===== config.mk =====
export PLATFORM = sky130hd
export DESIGN_NAME = cbus_slot_decoder
export DESIGN_NICKNAME = d
export VERILOG_FILES = /design/src/rtl/cbus_pkg.sv /design/src/rtl/cbus_parity.sv /design/src/rtl/cbus_addr_latch.sv /design/src/rtl/cbus_resp.sv /design/src/rtl/cbus_slot_decoder.sv
export SDC_FILE = /design/constraint.sdc
export NUM_CORES = 1
export LEC_CHECK = 0
export BUFFER_PORTS_ARGS = -buffer_cell sky130_fd_sc_hd__clkbuf_2
export CAP_MARGIN = 0
export CORE_UTILIZATION = 45
export CTS_BUF_LIST = sky130_fd_sc_hd__clkbuf_4 sky130_fd_sc_hd__clkbuf_8
export CTS_CLUSTER_SIZE = 10
export DETAILED_ROUTE_END_ITERATION = 10
export PLACE_DENSITY = 0.89
export SKIP_LAST_GASP = 1
export SLEW_MARGIN = 30
export SYNTH_ARGS = -nofsm -noshare
export SYNTH_HDL_FRONTEND = slang
export SYNTH_HIERARCHICAL = 1
export SYNTH_SLANG_ARGS = --single-unit
export TNS_END_PERCENT = 30

===== constraint.sdc =====
create_clock -name clk -period 4 [get_ports clk]
set_input_delay 0.2 -clock clk [delete_from_list [all_inputs] [get_ports clk]]
set_output_delay 0.2 -clock clk [all_outputs]
set_load 0.02 [all_outputs]

===== src/rtl/cbus_pkg.sv =====
package cbus_pkg;
  localparam int BUS_W    = 8;
  localparam int NIB_N    = BUS_W / 4;
  localparam int IDX_W    = 3;
  localparam int SLOT_IDX = 7;
  localparam int FSEL_IDX = 6;

  typedef enum logic [1:0] {
    SEG_ROM = 2'd0,
    SEG_IO  = 2'd1,
    SEG_MFR = 2'd2,
    SEG_DEV = 2'd3
  } seg_e;

  function automatic logic [NIB_N-1:0] nib_par(input logic [BUS_W-1:0] d);
    logic [NIB_N-1:0] p;
    for (int i = 0; i < NIB_N; i++) p[i] = ^d[4*i +: 4];
    return p;
  endfunction
endpackage


===== src/rtl/cbus_parity.sv =====
module cbus_parity #(
  parameter int W = 8
) (
  input  logic [W-1:0]   data,
  output logic [W/4-1:0] par
);
  localparam int NN = W / 4;
  for (genvar g = 0; g < NN; g++) begin : g_nib
    assign par[g] = ^data[4*g +: 4];
  end
endmodule


===== src/rtl/cbus_addr_latch.sv =====
module cbus_addr_latch
  import cbus_pkg::*;
#(
  parameter int OFF_W = 16
) (
  input  logic             clk,
  input  logic             rst_n,
  input  logic [BUS_W-1:0] slot_id,
  input  logic             as_i,
  input  logic [IDX_W-1:0] idx_i,
  input  logic [BUS_W-1:0] ad_i,
  output logic             sel_o,
  output logic [1:0]       func_o,
  output seg_e             seg_o,
  output logic [OFF_W-1:0] off_o
);
  localparam int OFF_BYTES = (OFF_W + BUS_W - 1) / BUS_W;
  localparam int PAD_W     = OFF_BYTES * BUS_W;

  logic             sel_q;
  logic [1:0]       func_q;
  seg_e             seg_q;
  logic [PAD_W-1:0] off_q;

  always_ff @(posedge clk or negedge rst_n) begin
    if (!rst_n) begin
      sel_q  <= 1'b0;
      func_q <= '0;
      seg_q  <= SEG_ROM;
      off_q  <= '0;
    end else if (as_i) begin
      if (idx_i == IDX_W'(SLOT_IDX)) begin
        sel_q <= (ad_i == slot_id);
      end else if (sel_q) begin
        if (idx_i == IDX_W'(FSEL_IDX)) begin
          func_q <= ad_i[7:6];
          seg_q  <= seg_e'(ad_i[5:4]);
        end
        for (int k = 0; k < OFF_BYTES; k++) begin
          if (idx_i == IDX_W'(k)) off_q[BUS_W*k +: BUS_W] <= ad_i;
        end
      end
    end
  end

  assign sel_o  = sel_q;
  assign func_o = func_q;
  assign seg_o  = seg_q;
  assign off_o  = off_q[OFF_W-1:0];
endmodule


===== src/rtl/cbus_resp.sv =====
module cbus_resp
  import cbus_pkg::*;
#(
  parameter int          OFF_W   = 16,
  parameter bit          HAS_ROM = 1'b0,
  parameter logic [15:0] MFR_ID  = 16'h1D0C,
  parameter logic [15:0] DEV_ID  = 16'h0042
) (
  input  seg_e             seg_i,
  input  logic [OFF_W-1:0] off_i,
  input  logic [BUS_W-1:0] loc_rdata_i,
  output logic             use_local_o,
  output logic [BUS_W-1:0] rd_data_o
);
  if (HAS_ROM) begin : g_rom
    assign use_local_o = 1'b1;
    assign rd_data_o   = loc_rdata_i;
  end else begin : g_fixed
    logic [15:0]      id_word;
    logic [BUS_W-1:0] id_byte;
    always_comb begin
      id_word = (seg_i == SEG_MFR) ? MFR_ID : DEV_ID;
      if (off_i > OFF_W'(1)) id_byte = '0;
      else if (off_i[0])     id_byte = id_word[15:8];
      else                   id_byte = id_word[7:0];
    end
    assign use_local_o = (seg_i == SEG_ROM) || (seg_i == SEG_IO);
    assign rd_data_o   = use_local_o ? loc_rdata_i : id_byte;
  end
endmodule


===== src/rtl/cbus_slot_decoder.sv =====
module cbus_slot_decoder
  import cbus_pkg::*;
#(
  parameter int          OFF_W   = 16,
  parameter bit          HAS_ROM = 1'b0,
  parameter logic [15:0] MFR_ID  = 16'h1D0C,
  parameter logic [15:0] DEV_ID  = 16'h0042
) (
  input  logic             clk,
  input  logic             rst_n,
  input  logic [7:0]       slot_id,
  input  logic             bus_as,
  input  logic             bus_ds,
  input  logic             bus_rw,
  input  logic [2:0]       bus_idx,
  input  logic [7:0]       bus_ad_in,
  input  logic [1:0]       bus_par_in,
  output logic [7:0]       bus_ad_out,
  output logic [1:0]       bus_par_out,
  output logic             bus_ad_oe,
  output logic             card_sel,
  output logic             loc_rd,
  output logic             loc_wr,
  output logic [1:0]       loc_func,
  output logic [1:0]       loc_seg,
  output logic [OFF_W-1:0] loc_off,
  output logic [7:0]       loc_wdata,
  input  logic [7:0]       loc_rdata,
  output logic             par_err
);
  seg_e             seg;
  logic             use_local;
  logic [BUS_W-1:0] rd_data;
  logic [NIB_N-1:0] par_chk, par_gen;
  logic             rd_cyc, wr_cyc, par_ok, err_q;

  cbus_addr_latch #(.OFF_W(OFF_W)) u_latch (
    .clk(clk), .rst_n(rst_n), .slot_id(slot_id),
    .as_i(bus_as), .idx_i(bus_idx), .ad_i(bus_ad_in),
    .sel_o(card_sel), .func_o(loc_func), .seg_o(seg), .off_o(loc_off)
  );

  cbus_resp #(.OFF_W(OFF_W), .HAS_ROM(HAS_ROM), .MFR_ID(MFR_ID), .DEV_ID(DEV_ID)) u_resp (
    .seg_i(seg), .off_i(loc_off), .loc_rdata_i(loc_rdata),
    .use_local_o(use_local), .rd_data_o(rd_data)
  );

  cbus_parity #(.W(BUS_W)) u_par_chk (.data(bus_ad_in), .par(par_chk));
  cbus_parity #(.W(BUS_W)) u_par_gen (.data(rd_data),   .par(par_gen));

  assign rd_cyc = bus_ds && !bus_as && bus_rw  && card_sel;
  assign wr_cyc = bus_ds && !bus_as && !bus_rw && card_sel;
  assign par_ok = (par_chk == bus_par_in);

  assign loc_seg     = seg;
  assign loc_rd      = rd_cyc && use_local;
  assign loc_wr      = wr_cyc && par_ok && (seg == SEG_IO);
  assign loc_wdata   = bus_ad_in;
  assign bus_ad_oe   = rd_cyc;
  assign bus_ad_out  = rd_cyc ? rd_data : '0;
  assign bus_par_out = rd_cyc ? par_gen : '0;

  always_ff @(posedge clk or negedge rst_n) begin
    if (!rst_n)                 err_q <= 1'b0;
    else if (wr_cyc && !par_ok) err_q <= 1'b1;
  end
  assign par_err = err_q;
endmodule


* Word-level counts from Yosys, hierarchy flattened
Index checks and enable logic that the tools add are counted.
** Word-level totals
- Word-level logic and storage cells :: 44
- Input port bits :: 34
- Latch bits :: 0
- Memories :: 0
- Output and inout bits :: 43
- ROM bits :: 0
- Memory bits (writable) :: 0
- Register bits :: 22
** Cells by class
- $add $sub $neg :: 0
- Shift operators :: 0
- Equal/unequal tests :: 7
- Reductions and logical operators :: 23
- Order comparisons :: 1
- Divide/modulo/power cells :: 0
- Muxes and demuxes :: 6
- Bitwise gates (word level) :: 1
- $mul :: 0
** Operator list (count)
- two-way mux 8 bit :: 4
- > comparator 16 x 1 -> 1 bit, second input constant :: 1
- parity 4 bit :: 4
- two-way mux 13 bit :: 1
- AND reduction 4 bit :: 3
- logical AND 1 bit :: 9
- == test 8 bit :: 1
- == test 3 bit, second input constant :: 2
- == test 3 x 1 -> 1 bit, second input constant :: 1
- logical NOT 1 bit :: 3
- logical NOT 3 bit :: 1
- == test 2 x 1 -> 1 bit, second input constant :: 1
- == test 2 bit :: 1
- == test 2 bit, second input constant :: 1
- logical NOT 2 bit :: 1
- two-way mux 2 bit :: 1
- AND reduction 2 bit :: 1
- logical OR 1 bit :: 1
- inverter 1 bit :: 1

* Depth between registers and ports, before layout
- Depth after elaboration :: 7
- Mapped depth :: 6
- Mapped depth without buffers :: 6

* Cells and area by module
Netlist, hierarchy kept.
** Modules (own cells, without submodules)
- cbus_addr_latch :: area an instance 938.4 um^2, times used 1, seq. area each 525.5 um^2, cells an instance 60
- cbus_slot_decoder :: area an instance 242.7 um^2, times used 1, seq. area each 25.0 um^2, cells an instance 28
- cbus_resp :: area an instance 163.9 um^2, times used 1, seq. area each 0.0 um^2, cells an instance 16
- cbus_parity :: area an instance 52.6 um^2, times used 2, seq. area each 0.0 um^2, cells an instance 6

* Worst setup path before layout
OpenSTA, ideal clock, no wires.
- Path kind :: reg2out
- Start point :: register u_latch.off_q[9], in the netlist u_latch/off_o[9]
- End point :: output bus_par_out[0]
- Arrival :: 1660 ps
- Path buffers :: 0
- Required time :: 3800 ps
- Cell stages (with the launch flop) :: 7
- Setup slack :: 2140 ps
- Cell sequence :: dfrtp_1 > nor4_2 > nand4_2 > o2bb2ai_1 > xor2_1 > xnor2_1 > and2_2
** Between the ends
- Longest elaborated chain between the ends :: 5
** RTL lines
- start, declared :: line cbus_addr_latch.sv:23 : logic [PAD_W-1:0] off_q;
- start signal, assigned by index :: line cbus_addr_latch.sv:40 : if (idx_i == IDX_W'(k)) off_q[BUS_W*k +: BUS_W] <= ad_i;
- > comparator 16 x 1 -> 1 bit :: line cbus_resp.sv:23 : if (off_i > OFF_W'(1)) id_byte = '0;
- two-way mux 8 bit :: line cbus_resp.sv:23
- two-way mux 8 bit :: line cbus_resp.sv:28 : assign rd_data_o = use_local_o ? loc_rdata_i : id_byte;
- net rd_data[2] :: line cbus_slot_decoder.sv:33 : logic [BUS_W-1:0] rd_data;
- parity 4 bit :: line cbus_parity.sv:9 : assign par[g] = ^data[4*g +: 4];
- net par_gen[0] :: line cbus_slot_decoder.sv:34 : logic [NIB_N-1:0] par_chk, par_gen;
- two-way mux 2 bit :: line cbus_slot_decoder.sv:61 : assign bus_par_out = rd_cyc ? par_gen : '0;
- end, declared :: line cbus_slot_decoder.sv:19 : output logic [1:0] bus_par_out,
The timed path passes the listed nets, and every way through them passes these cells.

* Worst setup path in the final report
Same ends and word-level chain as after synthesis.

==> results.cfg <==
[run_status]
outcome = completed

[power_and_ir_drop]
comb_power_share = 0.187
clkPwrFrac = 0.348
p_leak_nw = 0.990
internal-power_mw = 0.370
p_sw_mw = 0.120
seqPwrFrac = 0.465
switching_share = 0.245
irDropWorstVdd_uv = 182
powerDensity_nw_per_um2 = 263

[detailed_routing]
ant_nets = 0
num_vias = 1135
routed_wl_mm = 3.29
drc_errors = 0
wl_per_cell_um = 14.3
drtPass1Iterations = 4
vias_per_cell = 4.91
first_iter_violations = 20

[sta]
setup_viol = 0
setup_tns_ps = 0
rsz0062_at_grt = false
clock_skew_ps = 1.43
maxSlewViolCount = 0
min_period_over_period = 0.600
hold_viol = 0
fmax_ghz = 0.416
tightest_slew_ps = 593
period_needed_ps = 2400
slew_headroom = 0.602

[floorplanning]
core_area_um2 = 3050
die_w_um = 58.8
io_pins = 77
rows = 20
die_area_um2 = 3450
start_util = 0.475
die_h_um = 58.8

[yosys]
yosys.area.top_type_share = 0.380
synth_seq_cells = 22
async_flop_share = 1.00
synth_top_area_cell = dfrtp_1
syn_area_um2 = 1450
synth.avg_cell_area_um2 = 12.5
synth_area_leaders = dfrtp_1 38%, xnor2_1 11%, mux2_2 9.3%
ys_warn_count = 6
synth_fp_nets = 150
synthCells = 116
synth_ff_type = dfrtp_1
synth_edf_count = 0
yosys-top-cells-count = 22 x dfrtp_1, 18 x xnor2_1, 12 x mux2_2, 11 x and2_2
yosysUniqueCellTypes = 25
ys_seq_area_frac = 0.380
synth_most_common_cell = dfrtp_1

[grt]
antenna_found_initial = 0
grt_pass1_vias = 1066
grt_usage = 0.207
grt_pass1_wl_mm = 5.18
grt_start_max_net_pins = 23
grt_overflow = 0

[clocking]
clock-sinks = 22
htreeDepth = 1
clock-root-buffer = clkbuf_4
post_cts_buffers = 0
clock_latency_ps = 310
clk_pin_slew_ps = 120
cts.path.max_buffers = 2
tritoncts = done
cts_resized = 0
numCtsBuffers = 3

[critical_path]
startpoint_type = flip-flop
crit_path_end_kind = primary output
crit_type = reg2out
worstPathRequired_ps = 3800
crit_fanout = 6
arrival_ps = 2200

[layout]
drive_above_1_share = 0.642
fin_area_um2 = 1870
n_antenna_cell = 0
layout.nets = 222
syn2layout_area_growth_pct = 28.6
fillers = 276

[place]
placed_area_um2 = 1800
port_buffers = 76
dpl.hpwl_mm = 2.71
routabilityCongestion = 0.808

[hold_path]
min_path_type = in2reg

[run]
maxCapViolCount = 0
[power groups by stage]
stage | clock network [mW] | registers, mW | logic, mW
global placement | 0 | 0.232 | 0.0906
finish | 0.170 | 0.228 | 0.0918
CTS | 0.174 | 0.228 | 0.0927
detailed placement | 0 | 0.233 | 0.0916
floorplan | 0 | 0.235 | 0.0524
global route | 0.184 | 0.229 | 0.0993
[path summary, 6_finish.rpt]
| check | start | end | slack, ps | cells after the start |
|---|---|---|---|---|
| worst max register to register | u_latch/sel_o | u_latch/off_o[12] | 2190 | 3 |
| worst min-delay path | bus_idx[2] | u_latch/sel_o | 210 | 3 |
| max in group asynchronous | rst_n | u_latch/off_o[14] | 3250 | 2 |
| worst max-delay path | u_latch/off_o[9] | bus_par_out[0] | 1600 | 7 |
| min in group asynchronous | rst_n | u_latch/off_o[3] | 390 | 2 |
| worst min register to register | par_err | par_err | 490 | 1 |
[critical path, cell delays in order, from the launching register on]
cell and delay [ps]:
dfrtp_1 440, nor4_2 350, nand4_2 220, o2bb2ai_1 250, xor2_1 210, xnor2_1 130
and2_2 140, clkbuf_2 160
[stage by stage]
| step | util | setup slack [ps] | power [mW] | hold slack (ps) | instances |
|---|---|---|---|---|---|
| detailed placement | 0.591 | 1950 | 0.324 | 207 | 226 |
| finish | 0.611 | 1600 | 0.491 | 206 | 231 |
| global placement | 0.591 | 2010 | 0.323 | 205 | 226 |
| global route | 0.611 | 1390 | 0.512 | 198 | 231 |
| floorplan | - | 2140 | 0.288 | -95.6 | 116 |
| CTS | 0.611 | 1570 | 0.495 | 205 | 231 |
[kinds of logic after synthesis]
| family | count (synthesis) | share of synthesized area |
|---|---|---|
| AND/OR/NAND/NOR | 33 | 0.205 |
| AO/OA/AOI/OAI | 8 | 0.0466 |
| XOR/XNOR | 22 | 0.133 |
| flip-flops | 22 | 0.380 |
| multiplexers | 20 | 0.176 |
| buffers and inverters | 11 | 0.0595 |
[sequential cells by signal, summed over array words and instances, names as in the netlist]
register and flops:
u_latch/sel_o 1, par_err 1, u_latch/off_o 16, u_latch/seg_o 2
u_latch/func_o 2
[placed cells by master (no fill, tap or decap)]
cell and count:
or4b_1 1, nand4_1 3, nor4_2 2, mux2_2 12, nor4_4 2, a21o_1 1
clkbuf_4 3, xor2_1 4, dfrtp_1 22, nand2_2 1, dlygate4sd3_1 1, nand2b_1 2
o2bb2ai_1 6, nor3_1 1, mux2_4 8, nor4b_4 1, o31ai_1 1, and4b_1 1
and2_2 11, nor2b_1 2, inv_1 1, clkbuf_2 76, nand4_2 1, nand2_1 3
xnor2_1 18, bufinv_16 1, and4bb_2 2
[per-layer routing]
metal / GRT usage / wire length [um] / up-vias
met1: 0.250 / 1410 / 532
met4: 0.0714 / 42 / 0
met3: 0.0374 / 227 / 4
met2: 0.369 / 1620 / 55
met5: 0 / 0 / -
li1: - / - / 544
[repair_timing]
action                     in CTS  in global routing
setup endpoints to repair       0                  0
hold buffers                    1                  0
hold endpoints to repair       22                  0
[final cells by class]
type | instances | area, um^2 | area share
clock inverters | 1 | 30.0 | 0.0161
well taps | 44 | 55.1 | 0.0295
multi-input cells | 83 | 813 | 0.436
clock buffers | 3 | 22.5 | 0.0121
repair buffers | 77 | 390 | 0.209
flip-flops and latches | 22 | 551 | 0.295
inverters | 1 | 3.75 | 0.00201
(Power assumes the default switching activity.)
